==> config.mk <==
export PLATFORM = sky130hd
export DESIGN_NAME = dshift_unit
export DESIGN_NICKNAME = d
export VERILOG_FILES = /design/src/rtl/dshift_pkg.sv /design/src/rtl/dshift_ctrl.sv /design/src/rtl/dshift_amt.sv /design/src/rtl/dshift_barrel.sv /design/src/rtl/dshift_unit.sv
export SDC_FILE = /design/constraint.sdc
export NUM_CORES = 1
export LEC_CHECK = 0
export ABC_AREA = 0
export ABC_CLOCK_PERIOD_IN_PS = 7500
export BUFFER_PORTS_ARGS = -buffer_cell sky130_fd_sc_hd__buf_2
export CORE_ASPECT_RATIO = 1.75
export CORE_MARGIN = 10
export CORE_UTILIZATION = 50
export DETAILED_ROUTE_END_ITERATION = 6
export PLACE_DENSITY = 0.78
export REMOVE_ABC_BUFFERS = 1
export SYNTH_ARGS = -nofsm -noshare
export SYNTH_HDL_FRONTEND = slang
export SYNTH_SLANG_ARGS = --single-unit
==> constraint.sdc <==
create_clock -name vclk -period 7.5
set_input_delay 0.75 -clock vclk [all_inputs]
set_output_delay 0.75 -clock vclk [all_outputs]
set_load 0.005 [all_outputs]
==> src/rtl/dshift_pkg.sv <==
package dshift_pkg;

    localparam int OP_W = 4;

    typedef enum logic [OP_W-1:0] {
        OP_LL_IMM   = 4'd0,
        OP_LL_HI    = 4'd1,
        OP_RL_IMM   = 4'd2,
        OP_RL_HI    = 4'd3,
        OP_RA_IMM   = 4'd4,
        OP_RA_HI    = 4'd5,
        OP_LL_REG   = 4'd6,
        OP_RL_REG   = 4'd7,
        OP_RA_REG   = 4'd8
    } op_t;

    typedef enum logic [1:0] {
        SRC_IMM    = 2'd0,
        SRC_IMM_HI = 2'd1,
        SRC_REG    = 2'd2
    } amt_src_t;

    typedef struct packed {
        logic     valid;
        logic     left;
        logic     arith;
        amt_src_t src;
    } shctl_t;

endpackage

==> src/rtl/dshift_ctrl.sv <==
module dshift_ctrl
    import dshift_pkg::*;
(
    input  logic [OP_W-1:0] op_sel,
    output shctl_t          ctl
);

    always_comb begin
        ctl = '{valid: 1'b0, left: 1'b0, arith: 1'b0, src: SRC_IMM};
        case (op_sel)
            OP_LL_IMM: ctl = '{valid: 1'b1, left: 1'b1, arith: 1'b0, src: SRC_IMM};
            OP_LL_HI:  ctl = '{valid: 1'b1, left: 1'b1, arith: 1'b0, src: SRC_IMM_HI};
            OP_LL_REG: ctl = '{valid: 1'b1, left: 1'b1, arith: 1'b0, src: SRC_REG};
            OP_RL_IMM: ctl = '{valid: 1'b1, left: 1'b0, arith: 1'b0, src: SRC_IMM};
            OP_RL_HI:  ctl = '{valid: 1'b1, left: 1'b0, arith: 1'b0, src: SRC_IMM_HI};
            OP_RL_REG: ctl = '{valid: 1'b1, left: 1'b0, arith: 1'b0, src: SRC_REG};
            OP_RA_IMM: ctl = '{valid: 1'b1, left: 1'b0, arith: 1'b1, src: SRC_IMM};
            OP_RA_HI:  ctl = '{valid: 1'b1, left: 1'b0, arith: 1'b1, src: SRC_IMM_HI};
            OP_RA_REG: ctl = '{valid: 1'b1, left: 1'b0, arith: 1'b1, src: SRC_REG};
            default:   ctl = '{valid: 1'b0, left: 1'b0, arith: 1'b0, src: SRC_IMM};
        endcase
    end

endmodule

==> src/rtl/dshift_amt.sv <==
module dshift_amt
    import dshift_pkg::*;
#(
    parameter int IMM_W = 5,
    parameter int AMT_W = 6
) (
    input  amt_src_t         src,
    input  logic [IMM_W-1:0] shamt,
    input  logic [AMT_W-1:0] reg_amt,
    output logic [AMT_W-1:0] amt
);

    localparam logic [AMT_W-1:0] HI_OFFSET = AMT_W'(1) << (AMT_W - 1);

    logic [AMT_W-1:0] imm_ext;

    assign imm_ext = AMT_W'(shamt);

    always_comb begin
        unique case (src)
            SRC_IMM:    amt = imm_ext;
            SRC_IMM_HI: amt = imm_ext + HI_OFFSET;
            SRC_REG:    amt = reg_amt;
            default:    amt = '0;
        endcase
    end

endmodule

==> src/rtl/dshift_barrel.sv <==
module dshift_barrel #(
    parameter int DATA_W = 64,
    parameter int AMT_W  = 6
) (
    input  logic [DATA_W-1:0] din,
    input  logic [AMT_W-1:0]  amt,
    input  logic              left,
    input  logic              fill,
    output logic [DATA_W-1:0] dout
);

    logic [DATA_W-1:0] mir_in;
    logic [DATA_W-1:0] stg [0:AMT_W];

    for (genvar i = 0; i < DATA_W; i++) begin : g_mir_in
        assign mir_in[i] = left ? din[DATA_W-1-i] : din[i];
    end

    assign stg[0] = mir_in;

    for (genvar k = 0; k < AMT_W; k++) begin : g_stage
        localparam int SH = 1 << k;
        assign stg[k+1] = amt[k] ? {{SH{fill}}, stg[k][DATA_W-1:SH]} : stg[k];
    end

    for (genvar i = 0; i < DATA_W; i++) begin : g_mir_out
        assign dout[i] = left ? stg[AMT_W][DATA_W-1-i] : stg[AMT_W][i];
    end

endmodule

==> src/rtl/dshift_unit.sv <==
module dshift_unit
    import dshift_pkg::*;
#(
    parameter int DATA_W = 64,
    parameter int IMM_W  = 5
) (
    input  logic [OP_W-1:0]   op_sel,
    input  logic [DATA_W-1:0] rt_val,
    input  logic [DATA_W-1:0] rs_val,
    input  logic [IMM_W-1:0]  shamt,
    output logic [DATA_W-1:0] rd_val
);

    localparam int AMT_W = $clog2(DATA_W);

    shctl_t            ctl;
    logic [AMT_W-1:0]  eff_amt;
    logic [DATA_W-1:0] shifted;
    logic              fill_bit;
    logic              unused_rs_hi;

    assign unused_rs_hi = ^rs_val[DATA_W-1:AMT_W];

    dshift_ctrl u_ctrl (
        .op_sel (op_sel),
        .ctl    (ctl)
    );

    dshift_amt #(
        .IMM_W (IMM_W),
        .AMT_W (AMT_W)
    ) u_amt (
        .src     (ctl.src),
        .shamt   (shamt),
        .reg_amt (rs_val[AMT_W-1:0]),
        .amt     (eff_amt)
    );

    assign fill_bit = ctl.arith & rt_val[DATA_W-1];

    dshift_barrel #(
        .DATA_W (DATA_W),
        .AMT_W  (AMT_W)
    ) u_barrel (
        .din  (rt_val),
        .amt  (eff_amt),
        .left (ctl.left),
        .fill (fill_bit),
        .dout (shifted)
    );

    assign rd_val = ctl.valid ? shifted : '0;

endmodule

After elaboration in Yosys (flattened, before gate mapping)

Memories as Yosys holds them, arrays and structs flattened.
Cells that the tools add are included.

Add/sub/neg operators: 1
Equal/unequal tests: 2
Mux-type cells: 136
Bitwise logic cells: 1
Reduce and logical (&&, ||, !) cells: 1

Operators by type and width:

| operator              | number |
|---|---|
| $mux W64              | 7 |
| $mux W1               | 128 |
| $pmux W6 S3           | 1 |
| $add A5 B6 Y6 const B | 1 |
| $eq A2 B1 Y1 const B  | 1 |
| $eq A2 B2 Y1 const B  | 1 |
| $logic_not A2 Y1      | 1 |
| $and A1 B1 Y1         | 1 |

Bits in registers: 0
Bits in read-only memories: 80
Input port bits: 137
Output and inout bits: 64
Logic and storage cells: 142
Memories: 1

Memory list:

| memory           | words | bits a word | read ports | clocked after memory_dff | wr ports | line              | text |
|---|---|---|---|---|---|---|---|
| (name not given) | 16    | 5           | 1          | 0                        | 0        | dshift_ctrl.sv:10 | `case (op_sel)` |

Longest topological paths before layout

An unclocked memory read counts as a cell.

Depth in word-level cells: 11
Mapped depth: 13

By module

A second synthesis with hierarchy kept.

Cell total of the unflattened synthesis: 970
Area, all modules: 8291.7 sq um

Modules (own cells, without submodules):

| module        | instances | cells an instance | area each (sq um) | sequential area each (sq um) |
|---|---|---|---|---|
| dshift_barrel | 1         | 881               | 7631.1            | 0.0 |
| dshift_unit   | 1         | 71                | 516.7             | 0.0 |
| dshift_amt    | 1         | 9                 | 81.3              | 0.0 |
| dshift_ctrl   | 1         | 9                 | 62.6              | 0.0 |

Least setup slack after synthesis

Ideal clock, no wire load.

Path type: input to output
Start point: input op_sel[0]
End point: output rd_val[59]
Data arrival time: 3.456 ns
Required time: 6.750 ns
Setup slack: 3.294 ns
Stages on the path: 11
Path through: or4b_1 > buf_2 > o32a_2 > nand2_2 > buf_6 > buf_8 > mux2_2 > a222oi_1 > o21a_1 > nor2_1 > a221o_1

Longest elaborated chain between the ends: 11

RTL lines:

| item                                 | line                | text |
|---|---|---|
| start, declared                      | dshift_unit.sv:7    | `input logic [OP_W-1:0] op_sel,` |
| $mem_v2 Z16 W5 *                     | -                   |  |
| $eq A2 B2 Y1 (tied with other cells) | dshift_amt.sv:20    | `unique case (src)` |
| $pmux W6 S3                          | dshift_amt.sv:20    |  |
| $mux W64 (6 in series)               | dshift_barrel.sv:23 | `assign stg[k+1] = amt[k] ? {{SH{fill}}, stg[k][DATA_W-1:SH]} : stg[k];` |
| $mux W1                              | dshift_barrel.sv:27 | `assign dout[i] = left ? stg[AMT_W][DATA_W-1-i] : stg[AMT_W][i];` |
| $mux W64 *                           | dshift_unit.sv:52   | `assign rd_val = ctl.valid ? shifted : '0;` |
| end, declared                        | dshift_unit.sv:11   | `output logic [DATA_W-1:0] rd_val` |

Every way passes the cells marked *; elsewhere a longest branch is shown, timed or not.

Final worst setup path

Start point: input op_sel[3]
End point: output rd_val[61]

Same word-level chain as after synthesis.

==> metrics.cfg <==
[grt]
met3_usage=0.0667
antenna_found_initial=0
grtUsageTotal=0.372
use_met2=0.604
met1_usage=0.413
grt_pass1_vias=9935
grt_busiest_layer=met2
grt_pass1_wl_um=57000
grt_max_degree=40
grt_overflow=0

[die]
die-area_sq_mm=0.0189
coreArea_sq_mm=0.0134
die_height_um=175
rows=56
boundaryPins=201
die_w_um=108
initial_utilization=0.511

[cts]
post_cts_buffers=0
cts_resized=0
ctsHoldBuffers=0

[sta]
finalSetupViolCount=0
setup_ws_ps=1380
period_needed_ps=6120
rsz0062_at_grt=no
worst-slew-pin-transition_ps=1310
fmaxAchievable_mhz=163
post-route-period-util=0.817
tns_ps=0
slew_headroom=0.116
slew_violations=0
hold_violations=0

[routing]
drcViolationCount=0
wl_um=37600
drt_iter0_markers=1310
routed-via-count=10400
drt-pass1-iter-count=7
ant_nets=0
vias_per_cell=8.08
wl_per_cell_um=29.3

[place]
placed_cell_area_sq_mm=0.00752
place_hpwl_um=28200
place_congestion=1.11
numPortBuffers=143
place_ws_ps=1660

[worst_setup_path]
worstPathRequired_ps=6750
worstSetupPathType=input pin to output port
endpoint_kind=output port
start_kind=input pin
path_max_fanout=31
arrival_ps=5370

[synthesis]
netlist_instances=1049
synth_common_cells=o22ai_1, o21ai_0, nor2_1, nand2_1, mux2i_1
yosysWarnings=0
syn-cell-area_sq_mm=0.00684
avgSynthCellArea_sq_um=6.52
yosysSeqAreaShare=0
synth_cell_type_count=79
synth.most_common_cell=o22ai_1
synth.area.top_cells=mux2i_1, o22ai_1, o21ai_0, mux2_2, nand3_1
synth_top_area_cell=mux2i_1
yosysTopAreaCellShare=0.0951

[finish]
syn_to_final_growth_pct=9.88
num_antenna_cells=0
clkbuf_count=0
fin_nets=1250
postLayoutCellArea_sq_mm=0.00752
n_sequential_cell=0
drive_gt1_frac=0.231
post-route-util=0.562
final-seq-area_sq_um=0

[power]
cellLeakagePower_nw=2.92
p_per_area_mw_per_mm2=141
vdd_drop_max_mv=0.0592

[worst_hold_path]
worstHoldPathType=input pin to output port

[flow_run]
maxCapViolCount=0

[run_status]
status=finished clean

## layout make-up
cell class,instances,area [sq um]
Fill cell,1382,5870
Inverter,3,11.3
Multi-Input combinational cell,930,6310
Tap cell,174,218
Timing Repair Buffer,178,978
## logic make-up (layout without fill, tap and decap cells)
group           after synthesis  in the layout  share of synthesized area
compound gates              533            533                      0.555
simple gates                294            294                      0.202
buf+inv                     119            181                     0.0845
mux                         103            103                      0.159
## cells in the final DEF (no fill, tap or decap), types with 10 or more instances in the layout
cell and count:
mux2i_1 65, nor3_1 21, nand3_1 64, nor2_1 83, mux2_2 37, o21ai_0 86
a21oi_1 51, o2bb2ai_1 12, o211ai_1 42, o22ai_1 103, buf_4 35, nand2_1 72
a211oi_1 19, a22oi_1 19, o2111ai_1 10, a2bb2oi_1 30, o221ai_1 23, buf_2 143
a31oi_1 11
## worst max-delay path, cell delays in order
cell and delay (ps):
buf_2 410, or4b_1 730, o32a_2 430, nand2_2 250, buf_4 450, mux2i_1 500, o22ai_1 140, a211oi_1 790
o22ai_1 200, nor3_1 410, o31ai_1 120, buf_2 160
## through the flow
step,hold slack [ps],power (W),instances
2_1_floorplan,1930,0.000630,933
3_3_place_gp,2250,0.000996,1285
3_5_place_dp,2250,0.00100,1285
4_1_cts,2260,0.00101,1285
5_1_grt,2330,0.00111,1285
6_report,2280,0.00106,1285
## path summary, 6_finish.rpt
kind	startpoint	endpoint	slack [ps]	depth (start not counted)
min	shamt[4]	rd_val[14]	2280	5
max	op_sel[3]	rd_val[61]	1380	12
## metal layers
layer	vias to the layer above	share of wire
met3	253	0.11
met1	4776	0.33
met4	0	0.096
met5	-	0
met2	933	0.46
li1	4421	-
## report_power, final
| part | switching (W) | internal (W) |
|---|---|---|
| Clock | 0 | 0 |
| Combinational | 0.000706 | 0.000358 |
| Sequential | 0 | 0 |
| Total | 0.000706 | 0.000358 |
Power figures use the tool's default switching activity.
